==> config.mk <==
export PLATFORM = sky130hd
export DESIGN_NAME = byte_shift_engine
export DESIGN_NICKNAME = d
export VERILOG_FILES = /design/src/rtl/byte_shift_engine.sv
export SDC_FILE = /design/constraint.sdc
export NUM_CORES = 1
export LEC_CHECK = 0
export ABC_AREA = 1
export BUFFER_PORTS_ARGS = -buffer_cell sky130_fd_sc_hd__buf_4
export CAP_MARGIN = 20
export CELL_PAD_IN_SITES_DETAIL_PLACEMENT = 1
export CELL_PAD_IN_SITES_GLOBAL_PLACEMENT = 1
export CORE_MARGIN = 2
export CORE_UTILIZATION = 37
export DETAILED_ROUTE_END_ITERATION = 16
export PLACE_DENSITY_LB_ADDON = 0.1
export SYNTH_ARGS = -nofsm -noshare
export SYNTH_HDL_FRONTEND = slang
export SYNTH_SLANG_ARGS = --single-unit
==> constraint.sdc <==
create_clock -name clk -period 1.63 [get_ports clk]
set_input_delay 0.0815 -clock clk [delete_from_list [all_inputs] [get_ports clk]]
set_output_delay 0.0815 -clock clk [all_outputs]
set_load 0.01 [all_outputs]
==> src/rtl/byte_shift_engine.sv <==
module byte_shift_engine (
  input  logic       clk,
  input  logic       rst_n,
  input  logic       in_valid,
  input  logic [7:0] in_data,
  output logic       in_ready,
  output logic       out_valid,
  output logic [7:0] out_data,
  input  logic       out_ready,
  input  logic       tick,
  output logic       sck,
  output logic       sdo,
  input  logic       sdi,
  output logic [7:0] lo_val,
  output logic [7:0] lo_dir,
  input  logic [7:0] lo_pins,
  output logic [7:0] hi_val,
  output logic [7:0] hi_dir,
  input  logic [7:0] hi_pins,
  output logic       busy
);
  localparam logic [7:0] ERR_CODE = 8'hFA;

  typedef enum logic [3:0] {
    S_CMD, S_LEN0, S_LEN1, S_ARG, S_ARG2, S_DATA, S_SHIFT, S_RESP, S_ERR
  } state_t;

  state_t st;
  logic [7:0]  len_lo, txr, rxr, resp;
  logic [15:0] bytes_left;
  logic [3:0]  bits_left;
  logic        more;
  logic        f_in, f_out, f_lsb, f_icn, f_bits, f_ocn, f_hi;

  wire take = in_valid && in_ready;
  wire give = out_valid && out_ready;

  assign in_ready  = st inside {S_CMD, S_LEN0, S_LEN1, S_ARG, S_ARG2, S_DATA};
  assign out_valid = (st == S_RESP) || (st == S_ERR);
  assign out_data  = (st == S_ERR) ? ERR_CODE : resp;
  assign busy      = (st != S_CMD);

  wire       nb       = f_lsb ? txr[0] : txr[7];
  wire [7:0] tx_sh    = f_lsb ? {1'b0, txr[7:1]} : {txr[6:0], 1'b0};
  wire [7:0] rx_sh    = f_lsb ? {sdi, rxr[7:1]} : {rxr[6:0], sdi};
  wire       last_bit = (bits_left == 4'd1);
  wire       has_more = (bytes_left != 16'd0);
  state_t    first;
  assign first = f_out ? S_DATA : S_SHIFT;

  always_ff @(posedge clk) begin
    if (!rst_n) begin
      st <= S_CMD;
      len_lo <= '0; txr <= '0; rxr <= '0; resp <= '0;
      bytes_left <= '0; bits_left <= '0; more <= 1'b0;
      {f_in, f_out, f_lsb, f_icn, f_bits, f_ocn, f_hi} <= '0;
      sck <= 1'b0; sdo <= 1'b0;
      lo_val <= '0; lo_dir <= '0; hi_val <= '0; hi_dir <= '0;
    end else begin
      case (st)
        S_CMD: if (take) begin
          rxr <= '0;
          {f_in, f_out, f_lsb, f_icn, f_bits, f_ocn} <=
            in_data[7] ? {4'b0, in_data == 8'h8E, 1'b0} : in_data[5:0];
          if (!in_data[7] && !in_data[6]) st <= S_LEN0;
          else begin
            case (in_data)
              8'h80, 8'h82: begin f_hi <= in_data[1]; st <= S_ARG; end
              8'h81: begin resp <= lo_pins; more <= 1'b0; st <= S_RESP; end
              8'h83: begin resp <= hi_pins; more <= 1'b0; st <= S_RESP; end
              8'h8E, 8'h8F: st <= S_LEN0;
              default: begin resp <= in_data; more <= 1'b0; st <= S_ERR; end
            endcase
          end
        end
        S_LEN0: if (take) begin
          len_lo <= in_data;
          if (f_bits) begin
            bits_left  <= {1'b0, in_data[2:0]} + 4'd1;
            bytes_left <= '0;
            st <= first;
          end else st <= S_LEN1;
        end
        S_LEN1: if (take) begin
          bytes_left <= {in_data, len_lo};
          bits_left  <= 4'd8;
          st <= first;
        end
        S_ARG: if (take) begin
          if (f_hi) hi_val <= in_data; else lo_val <= in_data;
          st <= S_ARG2;
        end
        S_ARG2: if (take) begin
          if (f_hi) hi_dir <= in_data; else lo_dir <= in_data;
          st <= S_CMD;
        end
        S_DATA: if (take) begin
          if (f_ocn) begin
            sdo <= f_lsb ? in_data[0] : in_data[7];
            txr <= f_lsb ? {1'b0, in_data[7:1]} : {in_data[6:0], 1'b0};
          end else txr <= in_data;
          st <= S_SHIFT;
        end
        S_SHIFT: if (tick) begin
          if (!sck) begin
            sck <= 1'b1;
            if (f_out && !f_ocn) begin sdo <= nb; txr <= tx_sh; end
            if (f_in && !f_icn) rxr <= rx_sh;
          end else begin
            sck <= 1'b0;
            bits_left <= bits_left - 4'd1;
            if (f_in && f_icn) rxr <= rx_sh;
            if (last_bit) begin
              resp <= (f_in && f_icn) ? rx_sh : rxr;
              rxr <= '0;
              bits_left <= 4'd8;
              more <= has_more;
              if (has_more) bytes_left <= bytes_left - 16'd1;
              st <= f_in ? S_RESP : (has_more ? first : S_CMD);
            end else if (f_out && f_ocn) begin
              sdo <= nb; txr <= tx_sh;
            end
          end
        end
        S_RESP: if (give) st <= more ? first : S_CMD;
        S_ERR:  if (give) st <= S_RESP;
        default: st <= S_CMD;
      endcase
    end
  end
endmodule


# Word-level counts from Yosys, hierarchy flattened
# Cells that the tools add are included.
[totals] elab_cells=178 in_bits=30 output_inout_bits=45 ff_bits=98
[op_classes] n_eq_ne=35 bitwise_logic=2 n_reduce_logical=38 n_mux=79 n_addsub=3
[op_table] op="two-way mux 8 bit" count=22
[op_table] op="two-way mux 16 bit" count=7
[op_table] op="two-way mux 4 bit" count=18
[op_table] op="== test 8 bit (second input constant)" count=6
[op_table] op="case mux 16 bit (3 select lines)" count=1
[op_table] op="case mux 8 bit (2 select lines)" count=3
[op_table] op="case mux 4 bit (9 select lines)" count=1
[op_table] op="inequality test 2 bit (second input constant)" count=16
[op_table] op="case mux 4 bit (3 select lines)" count=2
[op_table] op="case mux 8 bit (3 select lines)" count=1
[op_table] op="== test 4 x 3 -> 1 bit (second input constant)" count=4
[op_table] op="two-way mux 1 bit" count=16
[op_table] op="nonzero test 16 bit" count=1
[op_table] op="subtractor 16 x 1 -> 16 bit (second input constant)" count=1
[op_table] op="AND reduction 7 bit" count=2
[op_table] op="two-way mux 3 bit" count=4
[op_table] op="inequality test 3 bit (second input constant)" count=4
[op_table] op="AND reduction 3 bit" count=4
[op_table] op="AND reduction 6 bit" count=2
[op_table] op="AND reduction 11 bit" count=1
[op_table] op="== test 4 x 1 -> 1 bit (second input constant)" count=2
[op_table] op="== test 4 x 2 -> 1 bit (second input constant)" count=2
[op_table] op="AND reduction 4 bit" count=2
[op_table] op="AND reduction 8 bit" count=1
[op_table] op="18 further kinds" count=34

# Longest topological paths before layout
# Gate-level depths: netlist of the first run.
[logic_depth] word_depth=7 mapped_depth=14

# Least setup slack after synthesis of the first run
# OpenSTA, ideal clock, no wires.
[synth_path] kind="register to register" from="register st[1]" to="register txr[0]" synth_period_minus_slack_ns=1.693 path_stages_with_launch=10 slack_ns=-0.063 arrival_time_ns=1.574 n_path_buf=1 setup_ns=0.119 path_cell_list="dfxtp_1 buf_6 a21oi_1 nand2_2 nand3_1 nand2_1 nor2_2 nand2_4 o21ai_0 a21oi_1"
[synth_via] elab_chain_len=5 elab_cells_between_ends=17 cone_classes="eq/ne: 11; mux: 1; reduce/logical: 5"
[synth_lines] element="start, declared" line="28" source="state_t st;"
[synth_lines] element="start signal, assigned" line="81" source="st <= first;"
[synth_lines] element="start signal, assigned" line="87" source="st <= first;"
[synth_lines] element="start signal, assigned" line="119" source="st <= f_in ? S_RESP : (has_more ? first : S_CMD);"
[synth_lines] element="== test 4 x 1 -> 1 bit, or another cell as far along" line="38" source="assign in_ready = st inside {S_CMD, S_LEN0, S_LEN1, S_ARG, S_ARG2, S_DATA};"
[synth_lines] element="nonzero test 6 bit (*)" line="38"
[synth_lines] element="via in_ready" line="6" source="output logic in_ready,"
[synth_lines] element="logical AND 1 bit (*)" line="35" source="wire take = in_valid && in_ready;"
[synth_lines] element="inequality test 2 bit (no line) (*)"
[synth_lines] element="AND reduction 6 bit (no line) (*)"
[synth_lines] element="end signal, assigned" line="100" source="txr <= f_lsb ? {1'b0, in_data[7:1]} : {in_data[6:0], 1'b0};"
[synth_lines] element="end signal, assigned" line="101" source="end else txr <= in_data;"
[synth_lines] element="end signal, assigned" line="107" source="if (f_out && !f_ocn) begin sdo <= nb; txr <= tx_sh; end"
[synth_lines] element="end, declared" line="29" source="logic [7:0] len_lo, txr, rxr, resp;"
# The timed path passes the listed nets; every way through them passes the cells marked *.
# A chain may end at the register's enable or synchronous reset.

# Worst setup path in the final report of the first run
[layout_path] from="register st[2]" to="register bytes_left[15]"
[layout_via] elab_chain_len=5 elab_cells_between_ends=19 cone_classes="eq/ne: 13; mux: 1; reduce/logical: 5"
[layout_lines] element="== test 4 x 1 -> 1 bit, or another cell as far along" line="38, 60"
[layout_lines] element="nonzero test 6 bit" line="38"
[layout_lines] element="logical AND 1 bit" line="35"
[layout_lines] element="inequality test 2 bit (no line)"
[layout_lines] element="AND reduction 8 bit (no line)"
[layout_lines] element="end signal, assigned" line="85" source="bytes_left <= {in_data, len_lo};"
[layout_lines] element="end signal, assigned" line="118" source="if (has_more) bytes_left <= bytes_left - 16'd1;"
[layout_lines] element="end, declared" line="30" source="logic [15:0] bytes_left;"
# Parallel ways exist; a longest one is shown, timed or not.

==> impl_metrics.json, run 1 <==
{
  "slew_viol_final": 0,
  "clk_pin_slew_worst_paths_ps": 80,
  "holdPathStages": 3,
  "p_total_mw": 13.5,
  "gp_congestion": 0.936,
  "min_to": "bytes_left[1]$_SDFFE_PN0P_",
  "fin_hold_ws_ps": 68.5,
  "io_pins": 75,
  "mostFrequentLayoutCell": "buf_4",
  "worstMarginPinSlew_ps": 511,
  "antenna_found_initial": 1,
  "hold_viol_final": 0,
  "arrival_ps": 2090,
  "rows": 44,
  "critPathCaptureType": "register",
  "wl_um": 29000,
  "yosysSeqAreaShare_pct": 35.1,
  "peakVddDrop_v": 0.000585,
  "vias_per_cell": 5.79,
  "min_period_ps": 1830,
  "max_slew_margin_pct": 65.7,
  "cts_tree": "done",
  "fmax_mhz": 545,
  "outcome": "finished, violations left",
  "grt_pass1_wl_um": 37500,
  "die_width_um": 127,
  "design_area_um2": 9020,
  "numCtsBuffers": 9,
  "critPathMaxFanout": 8,
  "drtPass1Iterations": 5,
  "drive_gt1_share_pct": 43.7,
  "r2r_end": "bytes_left[15]$_SDFFE_PN0P_",
  "critPathLaunchType": "register",
  "drtIter0Drc": 567,
  "drv_cap": 0,
  "fin_tns_setup_ps": -9310,
  "setup_viol": 94,
  "start_util_pct": 38.2,
  "layout_common_cells": "buf_4 (193), nand2_1 (135), dfxtp_1 (91), nor2_1 (86), o21ai_0 (84)",
  "dpl_cell_area_um2": 7250,
  "grt_pass1_vias": 7149,
  "cp_data_required_time_ps": 1890,
  "failed_checks": "setup timing",
  "ant_nets": 0,
  "core_area_um2": 14600,
  "worst_slack_ps": -204,
  "synth_warnings": 0,
  "hp-start": "rst_n",
  "grt_usage_pct": 29.7,
  "cts_max_path_buffers": 2,
  "timing.final.crit_share_pct": 113,
  "dieArea_um2": 16100,
  "clock_sinks": 98,
  "skew_ps": 11.5,
  "netlist_instances": 876,
  "drc": 0,
  "yosysUniqueCellTypes": 42,
  "cts_max_level": 3,
  "critical_path_class": "register to register",
  "fin_nets": 1122,
  "synth_enable_flop_cells": 0,
  "synth-main-ff-cell": "dfxtp_1",
  "hp-class": "primary input to register",
  "wire_per_inst_um": 22.8,
  "grt_max_degree": 49,
  "worst-r2r-cell-count": 13,
  "synth-async-reset-ratio_pct": 0,
  "r2r-start": "st[2]$_SDFFE_PN0P_",
  "ys_seq_elements": 98,
  "hpwlAfterDp_um": 16300,
  "area_growth_pct": 61.2,
  "synth_area_um2": 5590,
  "syn_avg_cell_area_um2": 6.38,
  "die_h_um": 127,
  "r2r_slack_ps": -200,
  "grt.overflow.total": 0,
  "port_buffers": 74,
  "antenna_cells": 0,
  "grt_setup_unrepaired": "true",
  "cts_root_buf": "clkbuf_16",
  "postLayoutCoreUtil_pct": 61.6,
  "leakagePower_nw": 3.96,
  "mappedNetlistNets": 914,
  "vias": 7368,
  "clock_latency_ps": 370,
  "pwr_density_cell_nw_per_um2": 1500
}
==> through the flow <==
step | setup WS (ps) | instances
floorplan | 38.9 | 876
detailed placement | -333 | 1219
global route | -307 | 1273
finish | -204 | 1273
CTS | -69.0 | 1247
global placement | -167 | 1219
==> timing repair <==
item / in CTS / in global routing
hold buffers: 1 / 0
setup buffers: 9 / 26
pin swaps: 29 / 62
endpoints found under the hold margin: 1 / 0
setup endpoints to repair: 99 / 92
resized for setup: 126 / 194
gates cloned: 3 / 5
==> synthesized netlist by cell type (6+ instances only) <==
library cell / count / area (µm²)
nand2_1: 177 / 664
nor2_1: 128 / 480
o21ai_0: 104 / 521
a21oi_1: 98 / 490
dfxtp_1: 98 / 1960
inv_1: 87 / 327
nand3_1: 38 / 190
clkbuf_1: 27 / 101
inv_2: 11 / 41.3
nor3_1: 10 / 50.1
o211ai_1: 10 / 75.1
o21ai_1: 9 / 45.0
ha_1: 8 / 100
o22ai_1: 8 / 50.1
a211oi_1: 6 / 45.0
buf_2: 6 / 30.0
nand4_1: 6 / 37.5
nor2_2: 6 / 37.5
==> per-layer routing <==
metal	vias up	routed length (µm)	part of all wire, %	global-route usage [%]
li1	3299	-	-	-
met1	3563	11200	39	35.0
met2	358	14400	50	52.2
met3	146	1560	5.4	4.30
met4	2	1840	6.3	15.6
met5	-	16	0.055	0
==> logic make-up after synthesis <==
group                      after synthesis  share of synthesized area, %
AOI/OAI and AO/OA                      246                          23.7
xor gates and xnor gates                 4                         0.627
adders and majority gates                8                          1.79
buffers and inverters                  139                          10.1
DFF                                     98                          35.1
muxes                                    1                         0.179
and+or+nand+nor                        380                          28.5
==> worst max-delay path, stage by stage, from the launching register on <==
cell and delay [ps]:
dfxtp_4 410, inv_4 50, nor2_4 180, nand2_4 120, a21oi_4 150, inv_1 110
nand2_4 90, inv_4 40, nand2_4 60, nor2_4 50, buf_12 130, buf_4 140
o21ai_1 140, nor2_1 60
==> flip-flops by register name, summed over array words and instances (netlist names), 4 cells and up <==
name / cells
bytes_left: 16
hi_dir: 8
hi_val: 8
len_lo: 8
lo_dir: 8
lo_val: 8
resp: 8
rxr: 8
txr: 8
bits_left: 4
st: 4
==> worst max-delay path by stage <==
stage                                         start                          end  cells past startpoint
after global routing      bits_left[1]$_SDFFE_PN0P_         resp[7]$_SDFFE_PN0P_                     13
after detailed placement         st[3]$_SDFFE_PN0P_  bytes_left[13]$_SDFFE_PN0P_                     12
after CTS                        st[1]$_SDFFE_PN0P_   bytes_left[4]$_SDFFE_PN0P_                     12
final                            st[2]$_SDFFE_PN0P_  bytes_left[15]$_SDFFE_PN0P_                     13
after global placement           st[3]$_SDFFE_PN0P_          txr[7]$_SDFFE_PN0P_                     11
after floorplan           bits_left[1]$_SDFFE_PN0P_         resp[1]$_SDFFE_PN0P_                     12
==> power by group <==
part	leakage [nW]	internal (mW)	total (mW)	switching [mW]
Combinational	3.00	3.40	8.01	4.60
Clock	0.152	1.36	2.45	1.09
Sequential	0.800	2.77	3.08	0.303
Total	3.96	7.53	13.5	6.00
==> final cells by class <==
| type | count | area [µm²] |
|---|---|---|
| fillers | 1798 | 5630 |
| multi-input cells | 642 | 4020 |
| repair buffers | 234 | 2050 |
| flip-flops and latches | 98 | 1980 |
| inverters | 99 | 412 |
| well taps | 184 | 230 |
| clock buffers | 9 | 225 |
| clock inverters | 7 | 101 |
No activity file was read; power rests on OpenSTA's default activity.
==> run 2: changes to the inputs <==
TNS_END_PERCENT = 30   (was unset)
==> run 2 against run 1 <==
Against the previous run:
- critical endpoint is now bytes_left[9]$_SDFFE_PN0P_
- the flow still finishes with violations (setup timing)
- cell area down 10%
- critical path depth unchanged
- fmax up 5.3%
- power down 15%
- core utilization down 6.4 points
- non-clock buffer count down 27
- sequential cell count unchanged
- largest cell class unchanged
- combinational power down 21%
- clock-buffer cell count up 1
==> impl_metrics.json, run 2 (synthesized netlist as in run 1, its figures left out) <==
{
  "outcome": "finished, violations left",
  "critical_path_class": "register to register",
  "critPathMaxFanout": 11,
  "skew_ps": 10.2,
  "rows": 44,
  "gp_congestion": 0.914,
  "top_register": "bytes_left",
  "dpl_worst_slack_ps": -275,
  "arrival_ps": 2000,
  "wire_per_inst_um": 18.1,
  "hp-start": "out_ready",
  "pwr_density_cell_nw_per_um2": 1430,
  "core_area_um2": 14600,
  "hpwlAfterDp_um": 16000,
  "grt.overflow.total": 0,
  "cts_max_path_buffers": 2,
  "r2r-start": "st[2]$_SDFFE_PN0P_",
  "drtIter0Drc": 331,
  "r2r_slack_ps": -110,
  "fillers": 1866,
  "failed_checks": "setup timing",
  "port_buffers": 74,
  "numCtsBuffers": 9,
  "critPathCaptureType": "register",
  "worst_slack_ps": -112,
  "peakVddDrop_v": 0.000537,
  "clock_latency_ps": 360,
  "cp_data_required_time_ps": 1890,
  "grt_usage_pct": 27.7,
  "wl_um": 22500,
  "ant_nets": 0,
  "drc": 0,
  "layout_common_cells": "buf_4 (181), nand2_1 (158), nor2_1 (106), dfxtp_1 (92), a21oi_1 (88)",
  "antenna_found_initial": 0,
  "antenna_cells": 0,
  "drtPass1Iterations": 5,
  "worstMarginPinSlew_ps": 668,
  "die_width_um": 127,
  "drv_cap": 0,
  "dieArea_um2": 16100,
  "leakagePower_nw": 3.66,
  "hold_viol_final": 0,
  "fin_tns_setup_ps": -1950,
  "largest_reg_flops": 16,
  "clk_pin_slew_worst_paths_ps": 70,
  "min_period_ps": 1740,
  "holdPathStages": 4,
  "design_area_um2": 8080,
  "clock_sinks": 98,
  "fin_nets": 1093,
  "startpoint": "st[2]$_SDFFE_PN0P_",
  "setup_viol": 45,
  "post_layout_nonfiller_instances": 1244,
  "fmax_mhz": 574,
  "drive_gt1_share_pct": 32.6,
  "p_total_mw": 11.5,
  "start_util_pct": 38.2,
  "vias": 6638,
  "cts_max_level": 3,
  "mostFrequentLayoutCell": "buf_4",
  "io_pins": 75,
  "slew_viol_final": 0,
  "cts_tree": "done",
  "dp.cells": 1215,
  "grt_setup_unrepaired": "true",
  "worst-r2r-cell-count": 13,
  "max_slew_margin_pct": 55.4,
  "dpl_cell_area_um2": 7160,
  "critPathLaunchType": "register",
  "vias_per_cell": 5.34,
  "grt_pass1_vias": 7017,
  "timing.final.crit_share_pct": 107,
  "area_growth_pct": 44.4,
  "grt_max_degree": 41,
  "hp-class": "primary input to register",
  "cts_root_buf": "clkbuf_16",
  "grt_pass1_wl_um": 35500,
  "die_h_um": 127
}
run 2: changes by cell type in the layout (fill, tap and decap cells not counted), moves of 9 or more:
| cell | previous run | this run |
|---|---|---|
| nor2_4 | 21 | 10 |
| a21oi_2 | 41 | 10 |
| buf_6 | 25 | 16 |
| nor2_1 | 86 | 106 |
| a21oi_1 | 54 | 88 |
| nand2_1 | 135 | 158 |
| nand3_1 | 19 | 29 |
| buf_4 | 193 | 181 |
| nor2_2 | 31 | 22 |
| nand2_4 | 19 | 7 |
| nand2_2 | 27 | 18 |
run 2: final timing paths:
check | to
hold / removal | st[3]$_SDFFE_PN0P_
setup reg to reg | bytes_left[9]$_SDFFE_PN0P_
hold reg to reg | len_lo[2]$_SDFFE_PN0P_
setup / recovery | bytes_left[9]$_SDFFE_PN0P_
run 2: metal layers:
metal	up-vias	wire [µm]	GRT usage, %
met1	3201	9590	33.4
met4	0	609	10.5
met3	47	802	3.12
met5	-	0	0
li1	3225	-	-
met2	165	11500	50.4
run 2: worst max-delay path, stage by stage, from the launching register on:
cell and delay [ps]:
dfxtp_4 420, inv_4 60, nor2_4 150, nand2_4 100
a21oi_4 140, inv_2 50, nand2_2 80, inv_2 50
nand2_4 100, nor2_4 60, buf_12 140, buf_6 120
o21ai_2 110, nor2_1 50
run 2: where the power goes:
group	leakage [nW]	switching, mW	internal, mW
Clock	0.139	0.989	1.19
Combinational	2.72	3.66	2.65
Sequential	0.799	0.273	2.77
Total	3.66	4.92	6.62
run 2: final cells by class:
| class | instances | area, µm² | area share (%) |
|---|---|---|---|
| Clock buffer | 10 | 229 | 2.84 |
| Inverter | 99 | 389 | 4.82 |
| Timing Repair Buffer | 207 | 1740 | 21.5 |
| Tap cell | 184 | 230 | 2.85 |
| Multi-Input combinational cell | 640 | 3440 | 42.6 |
| Sequential cell | 98 | 1980 | 24.5 |
| Clock inverter | 6 | 67.6 | 0.837 |
run 2: metrics by stage:
stage | util (%) | hold slack [ps]
floorplan | - | 241
global placement | 48.9 | 395
detailed placement | 48.9 | 385
CTS | 53.2 | 3.51
global route | 55.2 | 42.0
finish | 55.2 | 26.8
run 2: timing repair:
| action | in CTS | in global routing |
|---|---|---|
| buffers inserted | 7 | 5 |
| pin swaps | 17 | 10 |
| hold buffers | 0 | 0 |
| gates cloned | 1 | 1 |
| gates resized for setup | 90 | 70 |
| setup endpoints to repair | 98 | 93 |
